[src/rtl/fbd_pkg.sv]
package fbd_pkg;
    localparam int QW_OFF_W = 4;
    localparam int STAT_W   = 2;
    localparam int ST_BASE  = 0;
    localparam int ST_ERR   = 1;
endpackage

[src/rtl/fbd_base_reg.sv]
module fbd_base_reg #(
    parameter int ADDR_W = 32
) (
    input  logic              clk,
    input  logic              rst_n,
    input  logic              wr_i,
    input  logic [ADDR_W-1:0] wdata_i,
    output logic [ADDR_W-1:0] base_o
);
    import fbd_pkg::*;
    localparam logic [ADDR_W-1:0] ALIGN_MASK = {{(ADDR_W-QW_OFF_W){1'b1}}, {QW_OFF_W{1'b0}}};

    logic [ADDR_W-1:0] base_d, base_q;

    always_comb begin
        base_d = base_q;
        if (wr_i) base_d = wdata_i & ALIGN_MASK;
    end

    always_ff @(posedge clk or negedge rst_n) begin
        if (!rst_n) base_q <= '0;
        else        base_q <= base_d;
    end

    assign base_o = base_q;
endmodule

[src/rtl/fbd_addr_ctr.sv]
module fbd_addr_ctr #(
    parameter int ADDR_W = 32,
    parameter int LEN_W  = 16
) (
    input  logic              clk,
    input  logic              rst_n,
    input  logic              enable_i,
    input  logic [LEN_W-1:0]  frame_len_i,
    input  logic [ADDR_W-1:0] base_i,
    input  logic              ack_i,
    input  logic              err_i,
    output logic              req_o,
    output logic [ADDR_W-1:0] addr_o,
    output logic [ADDR_W-1:0] end_o,
    output logic              reload_o,
    output logic              err_set_o
);
    import fbd_pkg::*;
    localparam logic [ADDR_W-1:0] STEP = ADDR_W'(1) << QW_OFF_W;

    typedef struct packed {
        logic              en;
        logic              run;
        logic              halt;
        logic [ADDR_W-1:0] cur;
        logic [ADDR_W-1:0] last;
    } ctr_t;

    ctr_t s_d, s_q;
    logic [LEN_W-1:0]  len_eff;
    logic [ADDR_W-1:0] span;

    assign len_eff = (frame_len_i == '0) ? LEN_W'(1) : frame_len_i;
    assign span    = ADDR_W'(len_eff - LEN_W'(1)) << QW_OFF_W;
    assign req_o   = s_q.run & ~s_q.halt;

    always_comb begin
        s_d       = s_q;
        reload_o  = 1'b0;
        err_set_o = 1'b0;
        s_d.en    = enable_i;
        if (!enable_i) begin
            s_d.run  = 1'b0;
            s_d.halt = 1'b0;
        end else if (!s_q.en) begin
            s_d.run  = 1'b1;
            s_d.halt = 1'b0;
            s_d.cur  = base_i;
            s_d.last = base_i + span;
            reload_o = 1'b1;
        end else if (req_o) begin
            if (err_i) begin
                s_d.halt  = 1'b1;
                err_set_o = 1'b1;
            end else if (ack_i) begin
                if (s_q.cur == s_q.last) begin
                    s_d.cur  = base_i;
                    s_d.last = base_i + span;
                    reload_o = 1'b1;
                end else begin
                    s_d.cur = s_q.cur + STEP;
                end
            end
        end
    end

    always_ff @(posedge clk or negedge rst_n) begin
        if (!rst_n) s_q <= '0;
        else        s_q <= s_d;
    end

    assign addr_o = s_q.cur;
    assign end_o  = s_q.last;
endmodule

[src/rtl/fbd_status.sv]
module fbd_status (
    input  logic                      clk,
    input  logic                      rst_n,
    input  logic [fbd_pkg::STAT_W-1:0] set_i,
    input  logic                      wr_i,
    input  logic [fbd_pkg::STAT_W-1:0] wdata_i,
    input  logic [fbd_pkg::STAT_W-1:0] mask_i,
    output logic [fbd_pkg::STAT_W-1:0] status_o,
    output logic                      irq_o
);
    import fbd_pkg::*;

    logic [STAT_W-1:0] st_d, st_q;

    always_comb begin
        st_d = st_q;
        if (wr_i) st_d = st_d & ~wdata_i;
        st_d = st_d | set_i;
    end

    always_ff @(posedge clk or negedge rst_n) begin
        if (!rst_n) st_q <= '0;
        else        st_q <= st_d;
    end

    assign status_o = st_q;
    assign irq_o    = |(st_q & mask_i);
endmodule

[src/rtl/fb_dma_addr_gen.sv]
module fb_dma_addr_gen #(
    parameter int ADDR_W = 32,
    parameter int LEN_W  = 16
) (
    input  logic              clk,
    input  logic              rst_n,
    input  logic              enable_i,
    input  logic [LEN_W-1:0]  frame_len_i,
    input  logic              base_wr_i,
    input  logic [ADDR_W-1:0] base_wdata_i,
    input  logic              stat_wr_i,
    input  logic [1:0]        stat_wdata_i,
    input  logic [1:0]        irq_mask_i,
    output logic              req_o,
    output logic [ADDR_W-1:0] addr_o,
    input  logic              ack_i,
    input  logic              err_i,
    output logic [ADDR_W-1:0] base_o,
    output logic [1:0]        status_o,
    output logic              irq_o
);
    import fbd_pkg::*;

    logic [ADDR_W-1:0] base_w;
    logic [ADDR_W-1:0] end_w;
    logic              reload_w;
    logic              err_set_w;
    logic [STAT_W-1:0] set_w;

    fbd_base_reg #(.ADDR_W(ADDR_W)) u_base (
        .clk     (clk),
        .rst_n   (rst_n),
        .wr_i    (base_wr_i),
        .wdata_i (base_wdata_i),
        .base_o  (base_w)
    );

    fbd_addr_ctr #(.ADDR_W(ADDR_W), .LEN_W(LEN_W)) u_addr (
        .clk         (clk),
        .rst_n       (rst_n),
        .enable_i    (enable_i),
        .frame_len_i (frame_len_i),
        .base_i      (base_w),
        .ack_i       (ack_i),
        .err_i       (err_i),
        .req_o       (req_o),
        .addr_o      (addr_o),
        .end_o       (end_w),
        .reload_o    (reload_w),
        .err_set_o   (err_set_w)
    );

    always_comb begin
        set_w          = '0;
        set_w[ST_BASE] = reload_w;
        set_w[ST_ERR]  = err_set_w;
    end

    fbd_status u_stat (
        .clk      (clk),
        .rst_n    (rst_n),
        .set_i    (set_w),
        .wr_i     (stat_wr_i),
        .wdata_i  (stat_wdata_i),
        .mask_i   (irq_mask_i),
        .status_o (status_o),
        .irq_o    (irq_o)
    );

    assign base_o = base_w;
endmodule

[config.mk]
export PLATFORM = sky130hd
export DESIGN_NAME = fb_dma_addr_gen
export DESIGN_NICKNAME = d
export VERILOG_FILES = /design/src/rtl/fbd_pkg.sv /design/src/rtl/fbd_base_reg.sv /design/src/rtl/fbd_addr_ctr.sv /design/src/rtl/fbd_status.sv /design/src/rtl/fb_dma_addr_gen.sv
export SDC_FILE = /design/constraint.sdc
export NUM_CORES = 1
export LEC_CHECK = 0
export ABC_AREA = 1
export BUFFER_PORTS_ARGS = -buffer_cell sky130_fd_sc_hd__buf_2
export CAP_MARGIN = 30
export CORE_MARGIN = 2
export CORE_UTILIZATION = 60
export DETAILED_ROUTE_END_ITERATION = 8
export GPL_ROUTABILITY_DRIVEN = 0
export GPL_TIMING_DRIVEN = 0
export PLACE_DENSITY = 0.81
export SETUP_SLACK_MARGIN = 0.2
export SYNTH_ARGS = -nofsm -noshare
export SYNTH_HDL_FRONTEND = slang
export SYNTH_SLANG_ARGS = --single-unit
[constraint.sdc]
create_clock -name clk -period 4.9 [get_ports clk]
set_input_delay 0.98 -clock clk [delete_from_list [all_inputs] [get_ports clk]]
set_output_delay 0.98 -clock clk [all_outputs]
set_load 0.1 [all_outputs]
==> summary.txt <==
Outcome
  • Status: finished clean

Cells and area
  • Reg area: 0.002227 mm2
  • Layout cells sized above 1: 17.60%
  • Layout Cells excl Fill: 1,436
  • Area delta synth->final: 15.17%
  • Area of the multi-input gates: 0.004354 mm2
  • Post-route cell area: 0.008594 mm2
  • Filler instances: approximately 1,100
  • Final nets: approximately 1,400

Worst setup path
  • Crit-path leading delay family: simple AND/OR/NAND/NOR gates
  • Setup crit end kind: flop
  • Largest fanout on the critical path: 8
  • WP data arrival: 4420 ps
  • CP peak stage delay: 290 ps
  • Crit path launch type: input port
  • Critical-path cell with the highest stage delay: nor3_2
  • Critical path class: input port to flop
  • Most common cell on crit path: nand2_1
  • WP data required: 5140 ps
  • Critical path buffer and inverter count: 3
  • Reg2reg setup slack: 2620 ps

STA
  • Final-report setup violation count: 0
  • Max Slew Vio Count: 0
  • Final worst-path cycle share: 85.32%
  • Rel. slew slack: 53.36%
  • Max Fclk: 239.2 MHz
  • Clock Skew: 8.492 ps
  • RSZ-0062 raised after global routing: no
  • Tightest Pin Transition: 699.7 ps
  • Final-report hold violation count: 0
  • Tmin final: approximately 4200 ps

Route
  • Iter 0 DRT Violations: roughly 670
  • Vias per cell: 5.330
  • # DRC: 0
  • DR vias: about 7,700
  • Pre-antenna DRT Iters: 5
  • WL per Instance: 14.80 um
  • Antenna viol nets, final: 0
  • Total wire length: approximately 21 mm

Yosys
  • Yosys cell types: 37
  • Most frequent cell after synthesis: nand2_1
  • Sequential fraction of the synthesis area: 29.85%
  • Synth async-reset ratio: 100.0%
  • Gate Count Post-Synth: 1,131
  • Mapped Area: between 0.007 and 0.008 mm2
  • Synth cell count leaders: nand2_1, inv_1, nand3_1
  • Register bit total from synthesis: a little under 90
  • Top cells by area, synth: dfrtp_1, nand2_1, nand3_1
  • Post-synth top area share: 29.85%
  • Synthesis warning total: 0
  • Post-synth EDFFs: 0
  • Syn_area_per_cell: 6.598 um2
  • Area leader, netlist: dfrtp_1
  • Ys flop type: dfrtp_1

Power
  • Maximum vdd drop: 0.0001736 V
  • Total Power: roughly 3.5 mW
  • Power per cell area: 408.3 mW/mm2
  • LEAKAGE: roughly 4.7 nW

Global routing
  • Vias in the first global route: 7,160
  • First-pass GRT wire length: 34.27 mm
  • Largest net degree at the start of global routing: 60
  • Remaining Overflow, GRT: 0
  • Global-route usage over all layers: roughly a third
  • Initial antenna violation count: 0

Floorplan
  • Initial Util: approximately three fifths
  • Vert. Die Dim: ~120 um
  • Row count: 40
  • # IOs: 127
  • Core region area: 0.01206 mm2
  • Die width: 115.5 um
  • Die area: roughly 0.013 mm2

Clock tree
  • CTS resizes: 0
  • CTS tree: built
  • Post-CTS Setup Bufs: 0
  • Total CTS buffers: 9
  • Htree depth: 3
  • Hold_buf cts: 0
  • Clk root buf: clkbuf_16
  • Clk_lat worst skew: 350 ps
  • CTS Sinks: between 80 and 90
  • Clock Pin Slew Worst Setup and Hold Paths: about 70 ps
  • Clock Tree Buf Depth: 2

Placed design
  • Post-Place Cells: 1,421
  • Buffers on Ports: 113
  • Hpwl dp: roughly 17 mm
  • Placed Instance Area: 0.008299 mm2

Run
  • Max-Cap Viols: 0

Hold path
  • Worst Hold Class: flop to flop
[kinds of logic (layout without fill, tap and decap cells)]
| logic type | count (synthesis) | count (layout) | share of synthesized area [%] |
|---|---|---|---|
| buf+inv | 192 | 321 | 12.26 |
| compound gates | 38 | 38 | 3.035 |
| xor+xnor | 54 | 54 | 6.338 |
| other cells | 1 | 9 | 0.05025 |
| flops | 89 | 89 | 29.85 |
| fa+ha+maj | 30 | 30 | 5.131 |
| simple gates | 700 | 700 | 39.27 |
| mux | 27 | 27 | 4.074 |
[worst register-to-register path, delay by kind of cell, from the launching register on]
family | cells | cell delay (ps)
simple gates | 8 | 1210
flops | 1 | 460
fa+ha+maj | 1 | 420
buf+inv | 1 | 100
[metal layers]
metal | vias to the layer above | routed length [um] | GRT usage (%)
met4 | 0 | 600 | 12.69
met2 | 300 | 10020 | 55.28
met5 | - | 0 | 0
met3 | 42 | 1493 | 4.393
li1 | 3813 | - | -
met1 | 3499 | 9130 | 44.36
[state kept, by name (all words and copies together) (netlist names)]
name	flops
u_addr.end_o	28
u_addr.addr_o	28
u_addr.s_q	3
u_base.base_o	28
u_stat.status_o	2
[final timing paths]
path,startpoint,end,cells past startpoint
min in group asynchronous,rst_n,u_addr.end_o[11]$_DFFE_PN0P_,1
hold reg to reg,u_addr.end_o[12]$_DFFE_PN0P_,u_addr.end_o[12]$_DFFE_PN0P_,2
setup reg to reg,u_base.base_o[17]$_DFFE_PN0P_,u_addr.end_o[26]$_DFFE_PN0P_,10
setup / recovery,frame_len_i[11],u_addr.end_o[25]$_DFFE_PN0P_,25
hold / removal,u_addr.end_o[12]$_DFFE_PN0P_,u_addr.end_o[12]$_DFFE_PN0P_,2
max in group asynchronous,rst_n,u_base.base_o[30]$_DFFE_PN0P_,2
[layout make-up]
class	count	area share (%)
multi-input cells	857	50.66
flip-flops and latches	89	25.91
repair buffers	115	6.988
inverters	131	5.721
plain buffers	61	4.921
clock buffers	11	2.824
well taps	168	2.446
clock inverters	3	0.4950
diodes	1	0.02912
[report_power, final]
part / switching, mW / total, mW / internal, mW
Sequential: 0.231 / 1.12 / 0.892
Combinational: 1.22 / 1.70 / 0.476
Clock: 0.289 / 0.692 / 0.403
[stage by stage]
| stage | util, % | hold slack [ps] | worst slack, ps | TNS (ps) |
|---|---|---|---|---|
| 2_1_floorplan | - | 456.3 | 705.7 | 0 |
| 3_3_place_gp | 68.52 | 480.2 | -317.5 | -2446 |
| 3_5_place_dp | 68.81 | 481.5 | 84.47 | 0 |
| 4_1_cts | 71.17 | 497.7 | 452.4 | 0 |
| 5_1_grt | 71.23 | 519.4 | 315.1 | 0 |
| 6_report | 71.26 | 496.7 | 719.5 | 0 |
[placed cells by master, fill, tap and decap left out, types with 4 or more instances in the layout]
cell type,n
nand2_1,423
inv_1,129
buf_2,121
nand3_1,116
nor2_1,103
dfrtp_1,89
buf_4,44
nand4_1,34
xor2_1,29
ha_1,29
mux2_2,27
xnor2_1,25
a21oi_1,24
clkbuf_16,9
conb_1,8
nor3_1,6
nand3b_1,5
clkbuf_1,5
o21bai_1,4
o21ai_0,4
Power figures use the tool's default switching activity.
